`src/rtl/rxring_pkg.sv`:
```
package rxring_pkg;
  localparam int WORD_W    = 32;
  localparam int BYTE_W    = 8;
  localparam int LANES     = WORD_W / BYTE_W;
  localparam int SIZE_W    = 12;
  localparam int LEN_W     = 14;
  localparam int DESC_WORDS = 4;
  localparam int WIDX_W    = $clog2(DESC_WORDS);

  localparam int OWN_BIT   = 31;
  localparam int ES_BIT    = 15;
  localparam int FS_BIT    = 9;
  localparam int LS_BIT    = 8;
  localparam int LEN_LSB   = 16;
  localparam int EOR_BIT   = 15;
  localparam int CHAIN_BIT = 14;

  localparam logic [1:0] REG_BASE = 2'd0;
  localparam logic [1:0] REG_CTRL = 2'd1;
  localparam logic [1:0] REG_POLL = 2'd2;

  typedef enum logic [2:0] {
    PS_STOPPED = 3'd0,
    PS_FETCH   = 3'd1,
    PS_WAIT    = 3'd2,
    PS_WRITE   = 3'd3,
    PS_CLOSE   = 3'd4,
    PS_SUSPEND = 3'd5
  } pstate_e;

  typedef enum logic [2:0] {
    E_STOP, E_FETCH, E_RECV, E_WR, E_CLOSE, E_SUSP
  } est_e;

  function automatic logic [WORD_W-1:0] close_word(input logic first, input logic last,
                                                   input logic err, input logic [LEN_W-1:0] len);
    logic [WORD_W-1:0] w;
    w = '0;
    w[FS_BIT] = first;
    if (last) begin
      w[LS_BIT] = 1'b1;
      w[ES_BIT] = err;
      w[LEN_LSB +: LEN_W] = len;
    end
    return w;
  endfunction

  function automatic logic [WORD_W-1:0] next_desc(input logic [WORD_W-1:0] cur,
                                                  input logic eor, input logic chain,
                                                  input logic [WORD_W-1:0] link,
                                                  input logic [WORD_W-1:0] base);
    if (eor)        return base;
    else if (chain) return link;
    else            return cur + WORD_W'(DESC_WORDS * LANES);
  endfunction

  function automatic logic [LANES-1:0] lane_enable(input logic [1:0] off);
    return LANES'(1) << off;
  endfunction

  function automatic logic [WORD_W-1:0] buf_word_addr(input logic [WORD_W-1:0] bufa,
                                                      input logic [SIZE_W:0] off);
    return bufa + {{(WORD_W-SIZE_W-1){1'b0}}, off[SIZE_W:2], 2'b00};
  endfunction
endpackage

```
`src/rtl/rxring_regs.sv`:
```
module rxring_regs
  import rxring_pkg::*;
(
  input  logic              clk,
  input  logic              rst_n,
  input  logic              reg_we,
  input  logic [1:0]        reg_addr,
  input  logic [WORD_W-1:0] reg_wdata,
  output logic [WORD_W-1:0] base_addr,
  output logic              run,
  output logic              poll
);
  always_ff @(posedge clk) begin
    if (!rst_n) begin
      base_addr <= '0;
      run       <= 1'b0;
      poll      <= 1'b0;
    end else begin
      poll <= reg_we && (reg_addr == REG_POLL);
      if (reg_we && reg_addr == REG_BASE) base_addr <= reg_wdata;
      if (reg_we && reg_addr == REG_CTRL) run <= reg_wdata[0];
    end
  end
endmodule

```
`src/rtl/rxring_seg.sv`:
```
module rxring_seg
  import rxring_pkg::*;
(
  input  logic             clk,
  input  logic             rst_n,
  input  logic             seg_clr,
  input  logic             frame_clr,
  input  logic             step,
  input  logic             step_err,
  output logic [SIZE_W:0]  seg_off,
  output logic [LEN_W-1:0] frame_len,
  output logic             frame_err
);
  localparam logic [SIZE_W:0]  OFF_ONE = {{SIZE_W{1'b0}}, 1'b1};
  localparam logic [LEN_W-1:0] LEN_ONE = {{(LEN_W-1){1'b0}}, 1'b1};

  always_ff @(posedge clk) begin
    if (!rst_n) begin
      seg_off   <= '0;
      frame_len <= '0;
      frame_err <= 1'b0;
    end else begin
      if (seg_clr)   seg_off <= '0;
      else if (step) seg_off <= seg_off + OFF_ONE;
      if (frame_clr) begin
        frame_len <= '0;
        frame_err <= 1'b0;
      end else if (step) begin
        frame_len <= frame_len + LEN_ONE;
        frame_err <= frame_err | step_err;
      end
    end
  end
endmodule

```
`src/rtl/rxring_engine.sv`:
```
module rxring_engine
  import rxring_pkg::*;
(
  input  logic              clk,
  input  logic              rst_n,
  input  logic [WORD_W-1:0] base_addr,
  input  logic              run,
  input  logic              poll,
  input  logic              in_valid,
  input  logic [BYTE_W-1:0] in_data,
  input  logic              in_last,
  input  logic              in_err,
  output logic              in_ready,
  output logic              mem_req,
  output logic              mem_we,
  output logic [WORD_W-1:0] mem_addr,
  output logic [LANES-1:0]  mem_be,
  output logic [WORD_W-1:0] mem_wdata,
  input  logic [WORD_W-1:0] mem_rdata,
  input  logic              mem_ack,
  output logic [2:0]        proc_state,
  input  logic [SIZE_W:0]   seg_off,
  input  logic [LEN_W-1:0]  frame_len,
  input  logic              frame_err,
  output logic              seg_clr,
  output logic              frame_clr,
  output logic              step,
  output logic              step_err
);
  localparam logic [SIZE_W:0] OFF_ONE = {{SIZE_W{1'b0}}, 1'b1};
  localparam logic [WIDX_W-1:0] WIDX_LAST = WIDX_W'(DESC_WORDS - 1);

  est_e              st;
  logic [WIDX_W-1:0] widx;
  logic [WORD_W-1:0] desc_addr, buf_addr, link;
  logic [SIZE_W-1:0] seg_size;
  logic              ctl_eor, ctl_chain;
  logic [BYTE_W-1:0] byte_q;
  logic              last_q, err_q;
  logic              in_frame, first_seg, drop, poll_pend;

  // named internal events
  logic fetch_ack, w0_ack, desc_done, wr_ack, close_ack, seg_full;
  logic recv_stop, leave_susp, leave_stop, take;

  assign fetch_ack  = (st == E_FETCH) && mem_ack;
  assign w0_ack     = fetch_ack && (widx == '0);
  assign desc_done  = fetch_ack && (widx == WIDX_LAST);
  assign wr_ack     = (st == E_WR) && mem_ack;
  assign close_ack  = (st == E_CLOSE) && mem_ack;
  assign seg_full   = (seg_off + OFF_ONE) == {1'b0, seg_size};
  assign recv_stop  = !run && !in_frame;
  assign leave_susp = run && poll_pend && !drop;
  assign leave_stop = run && !drop;

  always_comb begin
    case (st)
      E_RECV:  in_ready = !recv_stop;
      E_SUSP:  in_ready = !leave_susp;
      E_STOP:  in_ready = !leave_stop;
      default: in_ready = 1'b0;
    endcase
  end
  assign take = in_valid && in_ready;

  always_comb begin
    mem_req   = 1'b0;
    mem_we    = 1'b0;
    mem_addr  = '0;
    mem_be    = '0;
    mem_wdata = '0;
    case (st)
      E_FETCH: begin
        mem_req  = 1'b1;
        mem_addr = desc_addr + {{(WORD_W-WIDX_W-2){1'b0}}, widx, 2'b00};
      end
      E_WR: begin
        mem_req   = 1'b1;
        mem_we    = 1'b1;
        mem_addr  = buf_word_addr(buf_addr, seg_off);
        mem_be    = lane_enable(seg_off[1:0]);
        mem_wdata = {LANES{byte_q}};
      end
      E_CLOSE: begin
        mem_req   = 1'b1;
        mem_we    = 1'b1;
        mem_addr  = desc_addr;
        mem_be    = '1;
        mem_wdata = close_word(first_seg, last_q, frame_err, frame_len);
      end
      default: ;
    endcase
  end

  always_comb begin
    case (st)
      E_STOP:  proc_state = PS_STOPPED;
      E_FETCH: proc_state = PS_FETCH;
      E_RECV:  proc_state = in_frame ? PS_WRITE : PS_WAIT;
      E_WR:    proc_state = PS_WRITE;
      E_CLOSE: proc_state = PS_CLOSE;
      default: proc_state = PS_SUSPEND;
    endcase
  end

  assign step      = wr_ack;
  assign step_err  = err_q;
  assign seg_clr   = desc_done;
  assign frame_clr = (close_ack && last_q) || (w0_ack && !mem_rdata[OWN_BIT]);

  always_ff @(posedge clk) begin
    if (!rst_n) begin
      st        <= E_STOP;
      widx      <= '0;
      desc_addr <= '0;
      buf_addr  <= '0;
      link      <= '0;
      seg_size  <= '0;
      ctl_eor   <= 1'b0;
      ctl_chain <= 1'b0;
      byte_q    <= '0;
      last_q    <= 1'b0;
      err_q     <= 1'b0;
      in_frame  <= 1'b0;
      first_seg <= 1'b0;
      drop      <= 1'b0;
      poll_pend <= 1'b0;
    end else begin
      if (st == E_SUSP && run && !leave_susp) poll_pend <= poll_pend | poll;
      else                                    poll_pend <= 1'b0;
      case (st)
        E_STOP: begin
          if (leave_stop) begin
            desc_addr <= base_addr;
            widx      <= '0;
            st        <= E_FETCH;
          end else if (take) begin
            drop <= !in_last;
          end
        end
        E_FETCH: begin
          if (mem_ack) begin
            case (widx)
              2'd0: begin
                if (!mem_rdata[OWN_BIT]) begin
                  st       <= E_SUSP;
                  drop     <= in_frame;
                  in_frame <= 1'b0;
                end else begin
                  widx <= 2'd1;
                end
              end
              2'd1: begin
                seg_size  <= mem_rdata[SIZE_W-1:0];
                ctl_eor   <= mem_rdata[EOR_BIT];
                ctl_chain <= mem_rdata[CHAIN_BIT];
                widx      <= 2'd2;
              end
              2'd2: begin
                buf_addr <= mem_rdata;
                widx     <= 2'd3;
              end
              default: begin
                link      <= mem_rdata;
                first_seg <= 1'b0;
                widx      <= '0;
                st        <= E_RECV;
              end
            endcase
          end
        end
        E_RECV: begin
          if (recv_stop) begin
            st <= E_STOP;
          end else if (take) begin
            byte_q   <= in_data;
            last_q   <= in_last;
            err_q    <= in_err;
            in_frame <= 1'b1;
            if (!in_frame) first_seg <= 1'b1;
            st <= E_WR;
          end
        end
        E_WR: begin
          if (mem_ack) st <= (last_q || seg_full) ? E_CLOSE : E_RECV;
        end
        E_CLOSE: begin
          if (mem_ack) begin
            desc_addr <= next_desc(desc_addr, ctl_eor, ctl_chain, link, base_addr);
            if (last_q) in_frame <= 1'b0;
            widx <= '0;
            st   <= E_FETCH;
          end
        end
        default: begin
          if (!run)            st <= E_STOP;
          else if (leave_susp) begin
            widx <= '0;
            st   <= E_FETCH;
          end
          if (take) drop <= !in_last;
        end
      endcase
    end
  end

  // a pending memory request keeps its address and direction
  assert_req_hold_R2: assert property (@(posedge clk) disable iff (!rst_n)
    (mem_req && !mem_ack) |=> (mem_req && $stable(mem_addr) && $stable(mem_we)));

  // suspension is entered only after an unowned word0 was read
  assert_susp_cause_R3: assert property (@(posedge clk) disable iff (!rst_n)
    $rose(st == E_SUSP) |-> $past(w0_ack && !mem_rdata[OWN_BIT]));

  // data writes stay inside the allocated buffer
  assert_wr_in_buf_R4: assert property (@(posedge clk) disable iff (!rst_n)
    (st == E_WR && mem_req) |-> (seg_off < {1'b0, seg_size}));

  // the write of a last byte is followed by a close
  assert_last_closes_R6: assert property (@(posedge clk) disable iff (!rst_n)
    (wr_ack && last_q) |=> (st == E_CLOSE));

  // accepting stream bytes never overlaps a memory access
  assert_ready_no_mem_R10: assert property (@(posedge clk) disable iff (!rst_n)
    in_ready |-> !mem_req);
endmodule

```
`src/rtl/rxring_dma.sv`:
```
module rxring_dma
  import rxring_pkg::*;
(
  input  logic        clk,
  input  logic        rst_n,
  input  logic        reg_we,
  input  logic [1:0]  reg_addr,
  input  logic [31:0] reg_wdata,
  input  logic        in_valid,
  input  logic [7:0]  in_data,
  input  logic        in_last,
  input  logic        in_err,
  output logic        in_ready,
  output logic        mem_req,
  output logic        mem_we,
  output logic [31:0] mem_addr,
  output logic [3:0]  mem_be,
  output logic [31:0] mem_wdata,
  input  logic [31:0] mem_rdata,
  input  logic        mem_ack,
  output logic [2:0]  proc_state
);
  logic [WORD_W-1:0] base_addr;
  logic              run, poll;
  logic [SIZE_W:0]   seg_off;
  logic [LEN_W-1:0]  frame_len;
  logic              frame_err, seg_clr, frame_clr, step, step_err;

  rxring_regs u_regs (
    .clk(clk), .rst_n(rst_n), .reg_we(reg_we), .reg_addr(reg_addr),
    .reg_wdata(reg_wdata), .base_addr(base_addr), .run(run), .poll(poll)
  );

  rxring_seg u_seg (
    .clk(clk), .rst_n(rst_n), .seg_clr(seg_clr), .frame_clr(frame_clr),
    .step(step), .step_err(step_err), .seg_off(seg_off),
    .frame_len(frame_len), .frame_err(frame_err)
  );

  rxring_engine u_eng (
    .clk(clk), .rst_n(rst_n), .base_addr(base_addr), .run(run), .poll(poll),
    .in_valid(in_valid), .in_data(in_data), .in_last(in_last), .in_err(in_err),
    .in_ready(in_ready), .mem_req(mem_req), .mem_we(mem_we), .mem_addr(mem_addr),
    .mem_be(mem_be), .mem_wdata(mem_wdata), .mem_rdata(mem_rdata), .mem_ack(mem_ack),
    .proc_state(proc_state), .seg_off(seg_off), .frame_len(frame_len),
    .frame_err(frame_err), .seg_clr(seg_clr), .frame_clr(frame_clr),
    .step(step), .step_err(step_err)
  );
endmodule

```
`config.mk`:
```
export PLATFORM = sky130hd
export DESIGN_NAME = rxring_dma
export DESIGN_NICKNAME = d
export VERILOG_FILES = /design/src/rtl/rxring_pkg.sv /design/src/rtl/rxring_regs.sv /design/src/rtl/rxring_seg.sv /design/src/rtl/rxring_engine.sv /design/src/rtl/rxring_dma.sv
export SDC_FILE = /design/constraint.sdc
export NUM_CORES = 1
export LEC_CHECK = 0
export ABC_AREA = 1
export CAP_MARGIN = 0
export CORE_AREA = 2 2 187 189
export DETAILED_ROUTE_END_ITERATION = 6
export DIE_AREA = 0 0 189 191
export DONT_BUFFER_PORTS = 1
export GPL_TIMING_DRIVEN = 1
export PLACE_DENSITY = 0.6
export SLEW_MARGIN = 20
export SYNTH_ARGS = -nofsm -noshare
export SYNTH_HDL_FRONTEND = slang
export SYNTH_HIERARCHICAL = 1
export SYNTH_SLANG_ARGS = --single-unit
```
`constraint.sdc`:
```
create_clock -name clk -period 5.34 [get_ports clk]
set_clock_uncertainty 0.1 [all_clocks]
set_input_delay 1.068 -clock clk [delete_from_list [all_inputs] [get_ports clk]]
set_output_delay 1.068 -clock clk [all_outputs]
set_load 0.05 [all_outputs]
```
==> results.json, run 1 <==
{
  "ys_ff_latch": 191,
  "die_x_um": 189,
  "p_switching_mw": 1.29,
  "synth_area_leaders": "dfxtp_1, nand2_1, a21oi_1",
  "synth.distinct_cells": 49,
  "cts_sinks": 191,
  "tns_ns": 0,
  "netlist_area_um2": 11700,
  "yosysSeqAreaShare_pct": 32.6,
  "fillers": 3737,
  "grt_start_max_net_pins": 134,
  "initial_core_util_pct": 34.4,
  "cts_resized": 0,
  "ys_top_cells_by_count": "nand2_1, a21oi_1, inv_1",
  "final_max_slew_viol_count": 0,
  "fp.coreArea_um2": 34100,
  "async_reset_ff_share_pct": 0,
  "crit_end": "mem_addr[24]",
  "p_sw_share_pct": 35.1,
  "grt_pass1_vias": 10900,
  "cts_made_buffers": 17,
  "crit_path_start": "u_seg/seg_off[8]",
  "p_int_mw": 2.38,
  "final_nets": 1886,
  "io_pins": 155,
  "dieArea_um2": 36100,
  "synth_most_common_cell": "nand2_1",
  "setup_viol": 0,
  "vias_per_cell": 5.39,
  "drive_above_1_share_pct": 7.21,
  "antenna_found_initial": 0,
  "status": "completed",
  "power.density_nw_per_um2": 289,
  "min_period_ns": 4.51,
  "syn_avg_cell_area_um2": 6.48,
  "reg2reg_slack_ns": 1.59,
  "grt_use_total_pct": 22.3,
  "synth_warnings": 6,
  "critical_path_arrival_ns": 3.34,
  "crit_required_ns": 4.17,
  "worst_r2r_startpoint": "u_eng/st[2]",
  "p_leak_nw": 4.88,
  "worstSetupEndpointType": "output pin",
  "worst-path-max-fanout": 10,
  "path_clk_slew_ns": 0.07,
  "syn_inst": 1812,
  "first_pass_iters": 6,
  "num_rows": 68,
  "finalHoldViolations": 0,
  "grt_pass1_wl_um": 62500,
  "worstRegToRegCells": 12,
  "synth_ff_type": "dfxtp_1",
  "syn-num-nets": 1920,
  "synth.area.mux_share_pct": 0,
  "synth_top_family_by_area": "simple AND/OR/NAND/NOR gates",
  "finish.utilization_pct": 37.3,
  "synth_compound_area_share_pct": 23.3,
  "wirelength_um": 41100,
  "antenna_cells": 0,
  "max_freq_mhz": 222,
  "syn2layout_area_growth_pct": 8.35,
  "rsz0062_at_grt": "false",
  "fp.dieH_um": 191,
  "portBuffers": 0,
  "cts_htree_levels": 4,
  "synth_top_area_share_pct": 32.6,
  "yosys.area_share.simple_pct": 28.3,
  "cts_root_buf": "clkbuf_16",
  "ant_nets": 0,
  "post_synth_xor_area_fraction_pct": 1.64,
  "post-cts-setup-buffers": 0,
  "maxCapViolCount": 0,
  "wl_per_cell_um": 18.3,
  "drt_iter0_drc": 1432,
  "place.gp.congestion": 0.959,
  "worstHoldPathType": "flip-flop to flip-flop",
  "placedCellCount": 2214,
  "drc_errors": 0,
  "fin_cells": 2245,
  "clkPwrFrac_pct": 35.0,
  "combPwrFrac_pct": 20.8,
  "yosys.area.top_type": "dfxtp_1",
  "cts_tree": "done",
  "synth-adder-area-share_pct": 3.01,
  "slew_headroom_pct": 23.6,
  "critical_path_class": "flip-flop to output pin",
  "clock_path_buffers": 2,
  "clock_latency_ns": 0.45,
  "vias": 12100,
  "dp.final_hpwl_um": 30700,
  "critPathLaunchType": "flip-flop",
  "tightest_slew_ns": 1.14,
  "ctsHoldBuffers": 0,
  "grt_remaining_overflow": 0,
  "placement.cell_area_um2": 12100,
  "vdd_drop_max_mv": 0.237,
  "r2r_end": "u_seg/frame_len[4]",
  "synth-edff-count": 0,
  "power_frac_seq_pct": 44.2,
  "stdcell_area_um2": 12700,
  "fin_crit_sh_pct": 84.5
}
[cell type report]
type | count | area (µm²) | area share, %
clock buffers | 18 | 439 | 3.45
multi-input cells | 1307 | 6620 | 52.1
flip-flops and latches | 191 | 3820 | 30.1
repair buffers | 37 | 282 | 2.21
well taps | 455 | 569 | 4.48
clock inverters | 13 | 133 | 1.04
inverters | 224 | 846 | 6.65
[flip-flops by register name, summed over array words and instances, names as in the netlist, 2 cells and up]
register / flops
u_eng/buf_addr: 32
u_eng/byte_q: 8
u_eng/desc_addr: 32
u_eng/link: 32
u_eng/seg_size: 12
u_eng/st: 3
u_eng/widx: 2
u_regs/base_addr: 32
u_seg/frame_len: 14
u_seg/seg_off: 13
[per-stage QoR]
stage / total power [mW] / setup WS, ns / hold slack (ns)
floorplan: 2.21 / 1.46 / 0.324
global placement: 2.39 / 1.29 / 0.335
detailed placement: 2.40 / 1.28 / 0.342
CTS: 3.69 / 0.787 / 0.356
global route: 3.84 / 0.527 / 0.365
finish: 3.67 / 0.828 / 0.360
[power groups by stage]
stage,Sequential [mW],Clock [mW],Combinational [mW]
2_1_floorplan,1.61,0,0.608
3_3_place_gp,1.65,0,0.744
3_5_place_dp,1.65,0,0.753
4_1_cts,1.62,1.31,0.755
5_1_grt,1.63,1.37,0.840
6_report,1.62,1.28,0.764
[worst min-delay path by stage]
stage,from,end,slack [ns],cells after the start
after CTS,u_eng/link[10],u_eng/link[10],0.36,2
after global routing,u_eng/drop,u_eng/drop,0.36,2
after floorplan,u_eng/drop,u_eng/drop,0.32,2
after detailed placement,u_eng/drop,u_eng/drop,0.34,2
after global placement,u_eng/drop,u_eng/drop,0.34,2
final,u_eng/link[30],u_eng/link[30],0.36,2
[critical path, stage by stage (launching register included)]
cell	delay [ns]
dfxtp_1	0.41
ha_1	0.41
nand2_1	0.12
nor2_1	0.17
nand4_1	0.13
o21ai_2	0.24
nand2_1	0.11
nand2_1	0.11
nand2_1	0.09
o21ai_0	0.18
nand2_1	0.07
o21bai_1	0.84
[cell usage in the layout (no fill, tap or decap), types with 30 or more instances in the layout]
cell / instances
nand2_1: 332
nor2_1: 185
o21ai_0: 169
dfxtp_1: 191
a21oi_1: 226
inv_1: 215
nor3_1: 30
nand3_1: 143
buf_4: 36
[metal layers]
layer / share of wire [%] / global-route usage, %
met5: 0 / 0
met4: 2.8 / 7.30
met3: 7.8 / 4.11
met2: 45 / 36.0
met1: 44 / 30.0
[kinds of logic (layout without fill, tap and decap cells)]
family,after synthesis,count (layout)
buf+inv,314,292
flops,191,191
simple gates,761,761
xor+xnor,22,22
compound gates,497,497
fa+ha+maj,27,27
Note: power is estimated with default switching activity, not from simulation.
==> run 2, diff against run 1 <==
--- a/config.mk
+++ b/config.mk
@@ -5,14 +5,14 @@
 export SDC_FILE = /design/constraint.sdc
 export NUM_CORES = 1
 export LEC_CHECK = 0
-export ABC_AREA = 1
+export ABC_AREA = 0
 export CAP_MARGIN = 0
-export CORE_AREA = 2 2 187 189
+export CORE_AREA = 2 2 184 186
 export DETAILED_ROUTE_END_ITERATION = 6
-export DIE_AREA = 0 0 189 191
+export DIE_AREA = 0 0 186 188
 export DONT_BUFFER_PORTS = 1
 export GPL_TIMING_DRIVEN = 1
-export PLACE_DENSITY = 0.6
+export PLACE_DENSITY = 0.62
 export SLEW_MARGIN = 20
 export SYNTH_ARGS = -nofsm -noshare
 export SYNTH_HDL_FRONTEND = slang
==> constraint.sdc (replaced) <==
create_clock -name clk -period 3.7 [get_ports clk]
set_clock_uncertainty 0.1 [all_clocks]
set_input_delay 0.74 -clock clk [delete_from_list [all_inputs] [get_ports clk]]
set_output_delay 0.74 -clock clk [all_outputs]
set_load 0.05 [all_outputs]
==> run 2 against run 1 <==
The run now ends with negative setup slack left. Power increased by 16%. Sequential share of layout area fell by 1.6 points. Combinational power fell by 56%. Worst setup slack lost 0.84 ns. Worst hold slack worse by 0.044 ns. Non-clock buffer count is 87 higher. Critical path depth stayed put. Via count fell by 7.3%. First-iteration DRC count down 35%. Wire length fell by 8.5%. Utilization up 3.4 points. Global-route usage is 1.2 points lower. Critical endpoint is now mem_addr[30]. Largest power group unchanged.
==> results.json, run 2 <==
{
  "status": "complete, but fails checks",
  "violations": "negative setup slack",
  "worst_r2r_startpoint": "u_eng/st[2]",
  "initial_core_util_pct": 34.6,
  "crit_required_ns": 2.86,
  "cts_made_buffers": 17,
  "fillers": 3349,
  "portBuffers": 0,
  "clock_latency_ns": 0.45,
  "worstHoldPathType": "input port to flip-flop",
  "hold-path-endpoint": "u_eng/seg_size[9]",
  "antenna_cells": 0,
  "grt_start_max_net_pins": 94,
  "power_mw": 4.27,
  "worst-path-max-fanout": 7,
  "maxCapViolCount": 0,
  "synth_warnings": 6,
  "seq_area_um2": 3830,
  "synth_top_area_share_pct": 33.4,
  "vdd_drop_max_mv": 0.334,
  "syn-num-nets": 1630,
  "drt_iter0_drc": 930,
  "cts_htree_levels": 4,
  "post_synth_xor_area_fraction_pct": 6.05,
  "antenna_found_initial": 0,
  "multiInputGateArea_um2": 7110,
  "max_freq_mhz": 270,
  "synth_top_family_by_area": "simple AND/OR/NAND/NOR gates",
  "hold_depth": 2,
  "grt_pass1_vias": 10500,
  "yosysSeqAreaShare_pct": 33.4,
  "r2r_end": "u_seg/frame_len[13]",
  "first_pass_iters": 7,
  "final_nets": 1653,
  "critical_path_class": "flip-flop to output pin",
  "async_reset_ff_share_pct": 0,
  "reg2reg_slack_ns": 0.77,
  "syn_inst": 1522,
  "setup_viol": 1,
  "die_x_um": 186,
  "netlist_area_um2": 11400,
  "synth_most_common_cell": "nand2_1",
  "critical_path_arrival_ns": 2.87,
  "syn2layout_area_growth_pct": 17.7,
  "place.gp.congestion": 0.910,
  "final_cell_mix": "nand2_1, dfxtp_1, a21oi_1",
  "syn_avg_cell_area_um2": 7.52,
  "min_period_ns": 3.71,
  "path_clk_slew_ns": 0.08,
  "grt_remaining_overflow": 0,
  "fin_ws_ns": -0.00788,
  "min_from": "mem_rdata[9]",
  "synth-adder-area-share_pct": 3.08,
  "tns_ns": -0.00788,
  "ys_ff_latch": 191,
  "grt_pass1_wl_um": 57700,
  "yosys.area.top_type": "dfxtp_1",
  "clock_path_buffers": 2,
  "num_rows": 67,
  "critPathLaunchType": "flip-flop",
  "vias": 11200,
  "synth_area_leaders": "dfxtp_1, nand2_1, a21oi_1",
  "fp.coreArea_um2": 33100,
  "finalHoldViolations": 0,
  "synth.area.mux_share_pct": 5.43,
  "final_common_cell": "nand2_1",
  "fin_crit_sh_pct": 100,
  "synth-edff-count": 0,
  "dp.final_hpwl_um": 27700,
  "cts_tree": "done",
  "cts_root_buf": "clkbuf_16",
  "synth.distinct_cells": 82,
  "slew_headroom_pct": 43.9,
  "rsz0062_at_grt": "true",
  "fp.dieH_um": 188,
  "wl_per_cell_um": 18.7,
  "vias_per_cell": 5.59,
  "power.density_nw_per_um2": 317,
  "dieArea_um2": 35000,
  "io_pins": 155,
  "cts_sinks": 191,
  "yosys.area_share.simple_pct": 25.4,
  "worstRegToRegCells": 10,
  "drive_above_1_share_pct": 14.1,
  "final_max_slew_viol_count": 0,
  "synth_compound_area_share_pct": 20.1,
  "worstSetupEndpointType": "output pin",
  "grt_use_total_pct": 21.1,
  "drc_errors": 0,
  "wirelength_um": 37600,
  "p_leak_nw": 4.76,
  "tightest_slew_ns": 0.839,
  "ant_nets": 0,
  "synth_ff_type": "dfxtp_1",
  "ys_top_cells_by_count": "nand2_1, dfxtp_1, a21oi_1"
}
run 2: changes by cell type in the layout (fill, tap and decap cells not counted), sizes merged, moves of 25 or more:
cell,delta
a21o,+25
a21oi,-88
buf,+87
inv,-179
mux2i,+61
nand3,-97
nor2,-123
o21ai,-105
xnor2,+46
run 2: worst max-delay path by stage:
stage / startpoint / to / slack [ns] / cells past startpoint
after floorplan: u_seg/seg_off[2] / mem_addr[30] / -0.02 / 10
after global placement: u_seg/seg_off[2] / mem_addr[14] / 0.18 / 10
after detailed placement: u_seg/seg_off[2] / mem_addr[14] / 0.1 / 10
after CTS: u_seg/seg_off[7] / mem_addr[16] / 0.002 / 9
after global routing: u_seg/seg_off[2] / mem_addr[30] / -0.11 / 11
final: u_eng/buf_addr[2] / mem_addr[30] / -0.008 / 11
run 2: cell families (layout without fill, tap and decap cells):
kind of cell,after synthesis,in the layout
compound gates,373,373
xor+xnor,79,79
fa+ha+maj,27,27
buf+inv,164,199
flops,191,191
mux,62,62
simple gates,626,627
run 2: cell type report:
cell class                      count  share of cell area, %
Clock buffer                       21                   3.49
Clock inverter                     11                  0.715
Inverter                           43                   1.21
Multi-Input combinational cell   1168                   52.8
Sequential cell                   191                   28.4
Tap cell                          448                   4.16
Timing Repair Buffer              124                   9.22
run 2: timing repair:
action | CTS | global route
endpoints found under the setup margin | 22 | 21
pin swaps | 5 | 11
gates resized for setup | 26 | 24
setup buffers | 2 | 3
gates cloned | 0 | 1
hold buffers | 0 | 0
run 2: through the flow:
stage / worst slack (ns) / cell area, µm² / hold WS, ns / utilization [%] / std cells
3_3_place_gp: 0.180 / 12600 / 0.344 / 38.2 / 1968
3_5_place_dp: 0.0974 / 12600 / 0.347 / 38.2 / 1968
5_1_grt: -0.108 / 13500 / 0.302 / 40.7 / 2006
2_1_floorplan: -0.0223 / 11500 / 0.332 / - / 1522
6_report: -0.00788 / 13500 / 0.315 / 40.7 / 2006
4_1_cts: 0.00209 / 13300 / 0.298 / 40.3 / 2002
run 2: per-layer routing:
layer / track usage [%] / wire, µm / vias up
met4: 4.85 / 567 / 0
met1: 26.7 / 15400 / 5355
met2: 36.1 / 18700 / 464
met3: 4.89 / 2980 / 45
li1: - / - / 5359
met5: 0 / 0 / -
run 2: critical path, stage by stage (launching register included):
cell and delay [ns]:
dfxtp_2 0.35, ha_4 0.15, inv_2 0.04, fa_2 0.35, nor2b_2 0.14, o21ai_2 0.09
a211o_4 0.37, buf_12 0.15, a211oi_2 0.22, xnor2_1 0.10, o211ai_1 0.23, buf_4 0.25
run 2: report_power, final:
part           total (mW)  internal (mW)  switching (mW)
combinational       0.338          0.112           0.225
clock                1.81          0.935           0.878
sequential           2.12           2.09          0.0345
